$ cat src/rtl/stk_pkg.sv
package stk_pkg;

    typedef enum logic [1:0] {
        OP_PUSH_B = 2'd0,
        OP_POP_B  = 2'd1,
        OP_PUSH_W = 2'd2,
        OP_POP_W  = 2'd3
    } stk_op_e;

    typedef enum logic [1:0] {
        PH_IDLE    = 2'd0,
        PH_PUSH_HI = 2'd1,
        PH_POP_LO  = 2'd2
    } stk_phase_e;

endpackage

$ cat src/rtl/stk_ptr_calc.sv
module stk_ptr_calc #(
    parameter int PTR_W = 16
) (
    input  logic [PTR_W-1:0] sp_i,
    output logic [PTR_W-1:0] sp_inc_o,
    output logic [PTR_W-1:0] sp_dec_o
);
    localparam logic [PTR_W-1:0] ONE = PTR_W'(1);

    // Modulo 2^PTR_W arithmetic
    assign sp_inc_o = sp_i + ONE;
    assign sp_dec_o = sp_i - ONE;
endmodule

$ cat src/rtl/stk_io_port.sv
module stk_io_port #(
    parameter int                PTR_W  = 16,
    parameter int                BYTE_W = 8,
    parameter int                IO_AW  = 6,
    parameter logic [IO_AW-1:0]  LO_OFS = 6'h3D,
    parameter logic [IO_AW-1:0]  HI_OFS = 6'h3E
) (
    input  logic [IO_AW-1:0]  io_addr_i,
    input  logic              io_we_i,
    input  logic [PTR_W-1:0]  sp_i,
    output logic [BYTE_W-1:0] io_rdata_o,
    output logic              wr_lo_o,
    output logic              wr_hi_o
);
    logic hit_lo;
    logic hit_hi;

    assign hit_lo  = (io_addr_i == LO_OFS);
    assign hit_hi  = (io_addr_i == HI_OFS);
    assign wr_lo_o = io_we_i && hit_lo;
    assign wr_hi_o = io_we_i && hit_hi;

    always_comb begin
        if (hit_lo)      io_rdata_o = sp_i[BYTE_W-1:0];
        else if (hit_hi) io_rdata_o = sp_i[PTR_W-1:BYTE_W];
        else             io_rdata_o = '0;
    end
endmodule

$ cat src/rtl/stk_seq.sv
module stk_seq
    import stk_pkg::*;
#(
    parameter int PTR_W  = 16,
    parameter int BYTE_W = 8
) (
    input  logic                clk,
    input  logic                rst_n,
    input  logic                req_i,
    input  stk_op_e             op_i,
    input  logic [2*BYTE_W-1:0] push_data_i,
    input  logic                wr_lo_i,
    input  logic                wr_hi_i,
    input  logic [BYTE_W-1:0]   io_wdata_i,
    input  logic [PTR_W-1:0]    sp_inc_i,
    input  logic [PTR_W-1:0]    sp_dec_i,
    input  logic [BYTE_W-1:0]   mem_rdata_i,
    output logic [PTR_W-1:0]    sp_o,
    output logic                busy_o,
    output logic [PTR_W-1:0]    mem_addr_o,
    output logic                mem_we_o,
    output logic                mem_re_o,
    output logic [BYTE_W-1:0]   mem_wdata_o,
    output logic [2*BYTE_W-1:0] pop_data_o,
    output logic                pop_valid_o
);
    localparam int WORD_W = 2 * BYTE_W;

    typedef struct packed {
        stk_phase_e         phase;
        logic [PTR_W-1:0]   sp;
        logic [BYTE_W-1:0]  hold;
        logic [WORD_W-1:0]  pop_data;
        logic               pop_valid;
    } seq_state_t;

    seq_state_t state_q, state_d;
    logic       accept;

    assign accept = req_i && (state_q.phase == PH_IDLE);

    always_comb begin
        state_d           = state_q;
        state_d.pop_valid = 1'b0;
        mem_addr_o        = state_q.sp;
        mem_we_o          = 1'b0;
        mem_re_o          = 1'b0;
        mem_wdata_o       = '0;
        case (state_q.phase)
            PH_IDLE: begin
                if (accept) begin
                    case (op_i)
                        OP_PUSH_B: begin
                            mem_we_o    = 1'b1;
                            mem_wdata_o = push_data_i[BYTE_W-1:0];
                            state_d.sp  = sp_dec_i;
                        end
                        OP_POP_B: begin
                            mem_addr_o        = sp_inc_i;
                            mem_re_o          = 1'b1;
                            state_d.sp        = sp_inc_i;
                            state_d.pop_data  = {{BYTE_W{1'b0}}, mem_rdata_i};
                            state_d.pop_valid = 1'b1;
                        end
                        OP_PUSH_W: begin
                            mem_we_o      = 1'b1;
                            mem_wdata_o   = push_data_i[BYTE_W-1:0];
                            state_d.sp    = sp_dec_i;
                            state_d.hold  = push_data_i[WORD_W-1:BYTE_W];
                            state_d.phase = PH_PUSH_HI;
                        end
                        default: begin
                            mem_addr_o    = sp_inc_i;
                            mem_re_o      = 1'b1;
                            state_d.sp    = sp_inc_i;
                            state_d.hold  = mem_rdata_i;
                            state_d.phase = PH_POP_LO;
                        end
                    endcase
                end else begin
                    if (wr_lo_i) state_d.sp[BYTE_W-1:0]     = io_wdata_i;
                    if (wr_hi_i) state_d.sp[PTR_W-1:BYTE_W] = io_wdata_i;
                end
            end
            PH_PUSH_HI: begin
                mem_we_o      = 1'b1;
                mem_wdata_o   = state_q.hold;
                state_d.sp    = sp_dec_i;
                state_d.phase = PH_IDLE;
            end
            PH_POP_LO: begin
                mem_addr_o        = sp_inc_i;
                mem_re_o          = 1'b1;
                state_d.sp        = sp_inc_i;
                state_d.pop_data  = {state_q.hold, mem_rdata_i};
                state_d.pop_valid = 1'b1;
                state_d.phase     = PH_IDLE;
            end
            default: state_d.phase = PH_IDLE;
        endcase
    end

    always_ff @(posedge clk) begin
        if (!rst_n) begin
            state_q <= '{phase: PH_IDLE, sp: '0, hold: '0, pop_data: '0, pop_valid: 1'b0};
        end else begin
            state_q <= state_d;
        end
    end

    assign sp_o        = state_q.sp;
    assign busy_o      = (state_q.phase != PH_IDLE);
    assign pop_data_o  = state_q.pop_data;
    assign pop_valid_o = state_q.pop_valid;

    // reset clears pointer and busy
    a_r1_reset_state: assert property (@(posedge clk)
        !rst_n |=> (sp_o == '0 && !busy_o));

    // accepted byte push lowers the pointer by one
    a_r2_push_dec: assert property (@(posedge clk) disable iff (!rst_n)
        (accept && op_i == OP_PUSH_B) |=> (sp_o == $past(sp_o) - PTR_W'(1)));

    // second byte of a word push lands one address below the first
    a_r4_word_second_write: assert property (@(posedge clk) disable iff (!rst_n)
        (accept && op_i == OP_PUSH_W) |=>
            (busy_o && mem_we_o && mem_addr_o == $past(mem_addr_o) - PTR_W'(1)));

    // busy never lasts longer than one cycle
    a_r6_busy_single: assert property (@(posedge clk) disable iff (!rst_n)
        busy_o |=> !busy_o);

    // every pop result follows a memory read
    a_r3_pop_after_read: assert property (@(posedge clk) disable iff (!rst_n)
        pop_valid_o |-> $past(mem_re_o));
endmodule

$ cat src/rtl/stack_ptr_unit.sv
module stack_ptr_unit
    import stk_pkg::*;
#(
    parameter int PTR_W  = 16,
    parameter int BYTE_W = 8,
    parameter int IO_AW  = 6
) (
    input  logic                clk,
    input  logic                rst_n,
    input  logic                req_i,
    input  logic [1:0]          op_i,
    input  logic [2*BYTE_W-1:0] push_data_i,
    output logic                busy_o,
    output logic [2*BYTE_W-1:0] pop_data_o,
    output logic                pop_valid_o,
    input  logic [IO_AW-1:0]    io_addr_i,
    input  logic                io_we_i,
    input  logic [BYTE_W-1:0]   io_wdata_i,
    output logic [BYTE_W-1:0]   io_rdata_o,
    output logic [PTR_W-1:0]    mem_addr_o,
    output logic                mem_we_o,
    output logic                mem_re_o,
    output logic [BYTE_W-1:0]   mem_wdata_o,
    input  logic [BYTE_W-1:0]   mem_rdata_i
);
    logic [PTR_W-1:0] sp;
    logic [PTR_W-1:0] sp_inc;
    logic [PTR_W-1:0] sp_dec;
    logic             wr_lo;
    logic             wr_hi;

    stk_ptr_calc #(.PTR_W(PTR_W)) i_calc (
        .sp_i     (sp),
        .sp_inc_o (sp_inc),
        .sp_dec_o (sp_dec)
    );

    stk_io_port #(
        .PTR_W  (PTR_W),
        .BYTE_W (BYTE_W),
        .IO_AW  (IO_AW),
        .LO_OFS (IO_AW'(6'h3D)),
        .HI_OFS (IO_AW'(6'h3E))
    ) i_io (
        .io_addr_i  (io_addr_i),
        .io_we_i    (io_we_i),
        .sp_i       (sp),
        .io_rdata_o (io_rdata_o),
        .wr_lo_o    (wr_lo),
        .wr_hi_o    (wr_hi)
    );

    stk_seq #(.PTR_W(PTR_W), .BYTE_W(BYTE_W)) i_seq (
        .clk         (clk),
        .rst_n       (rst_n),
        .req_i       (req_i),
        .op_i        (stk_op_e'(op_i)),
        .push_data_i (push_data_i),
        .wr_lo_i     (wr_lo),
        .wr_hi_i     (wr_hi),
        .io_wdata_i  (io_wdata_i),
        .sp_inc_i    (sp_inc),
        .sp_dec_i    (sp_dec),
        .mem_rdata_i (mem_rdata_i),
        .sp_o        (sp),
        .busy_o      (busy_o),
        .mem_addr_o  (mem_addr_o),
        .mem_we_o    (mem_we_o),
        .mem_re_o    (mem_re_o),
        .mem_wdata_o (mem_wdata_o),
        .pop_data_o  (pop_data_o),
        .pop_valid_o (pop_valid_o)
    );
endmodule

$ cat config.mk
export PLATFORM = sky130hd
export DESIGN_NAME = stack_ptr_unit
export DESIGN_NICKNAME = d
export VERILOG_FILES = /design/src/rtl/stk_pkg.sv /design/src/rtl/stk_ptr_calc.sv /design/src/rtl/stk_io_port.sv /design/src/rtl/stk_seq.sv /design/src/rtl/stack_ptr_unit.sv
export SDC_FILE = /design/constraint.sdc
export NUM_CORES = 1
export LEC_CHECK = 0
export ABC_AREA = 1
export BUFFER_PORTS_ARGS = -buffer_cell sky130_fd_sc_hd__buf_2
export CAP_MARGIN = 15
export CORE_ASPECT_RATIO = 1.5
export CORE_MARGIN = 8
export CORE_UTILIZATION = 40
export CTS_CLUSTER_DIAMETER = 100
export CTS_CLUSTER_SIZE = 10
export DETAILED_ROUTE_END_ITERATION = 6
export GPL_TIMING_DRIVEN = 0
export HOLD_SLACK_MARGIN = 0.12
export SETUP_SLACK_MARGIN = 0.05
export SYNTH_ARGS = -nofsm -noshare
export SYNTH_HDL_FRONTEND = slang
export SYNTH_SLANG_ARGS = --single-unit
$ cat constraint.sdc
create_clock -name clk -period 4.4 [get_ports clk]
set_clock_uncertainty 0.05 [all_clocks]
set_input_delay 0.88 -clock clk [delete_from_list [all_inputs] [get_ports clk]]
set_output_delay 0.88 -clock clk [all_outputs]
set_load 0.02 [all_outputs]
==> impl_metrics.toml <==
[cts]
cts_tree = "yes"
clockBufferDepth = 2
numCtsBuffers = 5
post_cts_buffers = 0
clkTransAtPathRegs_ns = 0.06
hold_buffers = 0
h-tree-depth = 2
root_buffer = "clkbuf_16"
clkLatencyLatePin_ns = 0.30
clock-sinks = 43
ctsResizeCount = 0

[synthesis]
synth_most_common_cell = "nand2_1"
synth_edf_count = 0
synthAdderAreaFrac_pct = 2.090
synth.avg_cell_area_um2 = 6.172
synth_common_cells = "nand2_1, nand3_1, nor2_1"
yosysTopAreaCellShare_pct = 23.96
synth_top_family_by_area = "simple AND/OR/NAND/NOR gates"
synthXorXnorAreaFrac_pct = 2.438
synthMuxAreaShare_pct = 0
syn_area_um2 = 3592
synth-simple-area-share_pct = 38.24
synthArstFlopShare_pct = 0
synth_cell_types = 35
ys_ff_latch = 43
synth_fp_nets = 632
seq_area_frac_synth_pct = 23.96
synth_warnings = 0
synth-compound-area-share_pct = 20.41
synth_top_cell_by_area = "dfxtp_1"
synthCells = 582
synthFlopType = "dfxtp_1"
synth_top_cells_by_area = "dfxtp_1, nand2_1, nand3_1"

[finish]
area_growth_pct = 21.25
n_fill_cell = 958
drive_gt1_share_pct = 24.56
antenna_cells = 0
nets = 733

[floorplanning]
row_count = 42
start_util_pct = 40.93
ios = 96
core_um2 = 8776
die-area_um2 = 12330
fp.dieH_um = 132.1
die_w_um = 93.38

[place]
place_congestion = 0.9384
hpwl_um = 10940
port_buffers = 94

[route]
wire_per_inst_um = 18.05
via_count = 4464
routed_wl_um = 14330
dr_wl_met3_um = 1119
firstDrtPassIters = 6
routed.top_layer = "met4"
met1Wirelength_um = 5363
ant_nets = 0
drc = 0
vias_per_cell = 5.622
dr_wl_met2_um = 7280
first_iter_violations = 288

[timing]
whs_ns = 0.4428
hold_viol = 0
slew_violations = 0
max_clock_freq_mhz = 289.8
finalSetupViolations = 0
slew_headroom_pct = 50.45
grt_setup_unrepaired = "false"
period_share_pct = 78.41
fin_tns_setup_ns = 0
worst-slew-pin-transition_ns = 0.7433
min_period_ns = 3.450

[global_routing]
grt_max_degree = 15
antenna_found_initial = 0
track_usage_pct = 23.08
first_global_vias = 4505
grt_overflow = 0
grt_pass1_wl_um = 22640

[outcome]
outcome = "finished clean"

[power]
power.leakage_uw = 0.002009
powerDensity_nw_per_um2 = 379.6
peakVddDrop_mv = 0.1877

[setup_path]
worst-setup-path-type = "reg2out"
critPathRequiredTime_ns = 3.47
worstPathMaxFanout = 10
critPathLaunchType = "flip-flop"
ff2ff_setup_slack_ns = 2.29
worstPathArrival_ns = 2.52
crit_path_end_kind = "output pin"

[hold_path]
hp-class = "reg2reg"

[job]
max_cap_viol_count = 0
==> sequential cells by signal (all words and copies together) (netlist names) <==
signal,flops
i_seq.sp_o,16
i_seq.pop_valid_o,1
i_seq.state_q,10
i_seq.pop_data_o,16
==> critical path: stages, from the launching register on <==
cell and delay [ns]:
dfxtp_1 0.33, inv_1 0.11, ha_1 0.21, buf_2 0.27
nor2_1 0.06, inv_1 0.22, clkbuf_1 0.61, o211ai_1 0.21
buf_2 0.21
==> layout by cell type (no fill, tap or decap) <==
| cell type | netlist | routed |
|---|---|---|
| a21oi_4 | 1 | 1 |
| clkbuf_1 | 13 | 13 |
| nand3_2 | 2 | 2 |
| clkinvlp_4 | 0 | 1 |
| o31ai_1 | 1 | 1 |
| buf_2 | 12 | 106 |
| nand2_1 | 133 | 133 |
| buf_4 | 21 | 21 |
| clkbuf_16 | 0 | 5 |
| nor2_1 | 57 | 57 |
| a21oi_1 | 33 | 33 |
| a211oi_1 | 4 | 4 |
| a31oi_1 | 8 | 8 |
| clkinv_4 | 0 | 1 |
| nor3_2 | 1 | 1 |
| o21ai_1 | 3 | 3 |
| a32o_1 | 1 | 1 |
| dfxtp_1 | 43 | 43 |
| nor3_1 | 1 | 1 |
| nor2_2 | 6 | 6 |
| o22ai_1 | 8 | 8 |
| a21oi_2 | 2 | 2 |
| a21o_1 | 1 | 1 |
| or2_2 | 1 | 1 |
| xor2_1 | 10 | 10 |
| inv_1 | 37 | 37 |
| nand2_2 | 5 | 5 |
| nand4_1 | 7 | 7 |
| o21ai_0 | 36 | 36 |
| nand3_1 | 90 | 90 |
| a22o_1 | 8 | 8 |
| buf_6 | 2 | 2 |
| inv_2 | 7 | 7 |
| ha_1 | 6 | 6 |
| o211ai_1 | 14 | 14 |
| nor2_4 | 5 | 5 |
| o21ai_2 | 1 | 1 |
| clkbuf_8 | 0 | 1 |
| buf_1 | 2 | 2 |
==> metal layers <==
| layer | vias up | GRT usage (%) |
|---|---|---|
| li1 | 2158 | - |
| met5 | - | 0 |
| met1 | 2035 | 24.65 |
| met3 | 48 | 5.416 |
| met4 | 0 | 12.33 |
| met2 | 223 | 40.20 |
==> final cells by class <==
| cell class | count | area, um^2 | share of cell area [%] |
|---|---|---|---|
| Sequential cell | 43 | 860.8 | 19.76 |
| Multi-Input combinational cell | 445 | 2270 | 52.11 |
| Tap cell | 110 | 137.6 | 3.160 |
| Timing Repair Buffer | 94 | 470.5 | 10.80 |
| Inverter | 44 | 165.2 | 3.792 |
| Clock buffer | 6 | 138.9 | 3.189 |
| Buffer | 50 | 296.5 | 6.808 |
| Clock inverter | 2 | 16.27 | 0.3735 |
==> kinds of logic after synthesis <==
logic type | after synthesis
DFF | 43
adders and majority gates | 6
AOI/OAI and AO/OA | 121
xor gates and xnor gates | 10
buffers and inverters | 94
and+or+nand+nor | 308
==> worst paths after layout <==
kind                         endpoint  depth (start not counted)                 from
hold reg to reg   i_seq.pop_data_o[0]                          2  i_seq.pop_data_o[0]
hold / removal    i_seq.pop_data_o[0]                          2  i_seq.pop_data_o[0]
setup reg to reg       i_seq.sp_o[11]                          7    i_seq.state_q[41]
setup / recovery        mem_addr_o[3]                          8    i_seq.state_q[41]
==> stage by stage <==
step / setup WS (ns) / instances / total power [uW] / area (um^2) / util, %
global placement: 1.074 / 786 / 1229 / 4200 / 47.86
global route: 0.9030 / 794 / 1750 / 4355 / 49.63
floorplan: 1.711 / 582 / 1011 / 3592 / -
detailed placement: 1.091 / 786 / 1237 / 4200 / 47.86
CTS: 1.049 / 794 / 1646 / 4355 / 49.63
finish: 0.9498 / 794 / 1654 / 4355 / 49.63
==> power by group <==
group          internal (uW)  switching, uW  leakage, uW
Clock                    228            183    0.0000731
Combinational            254            524      0.00158
Sequential               431           33.6     0.000353
(Power assumes the default switching activity.)
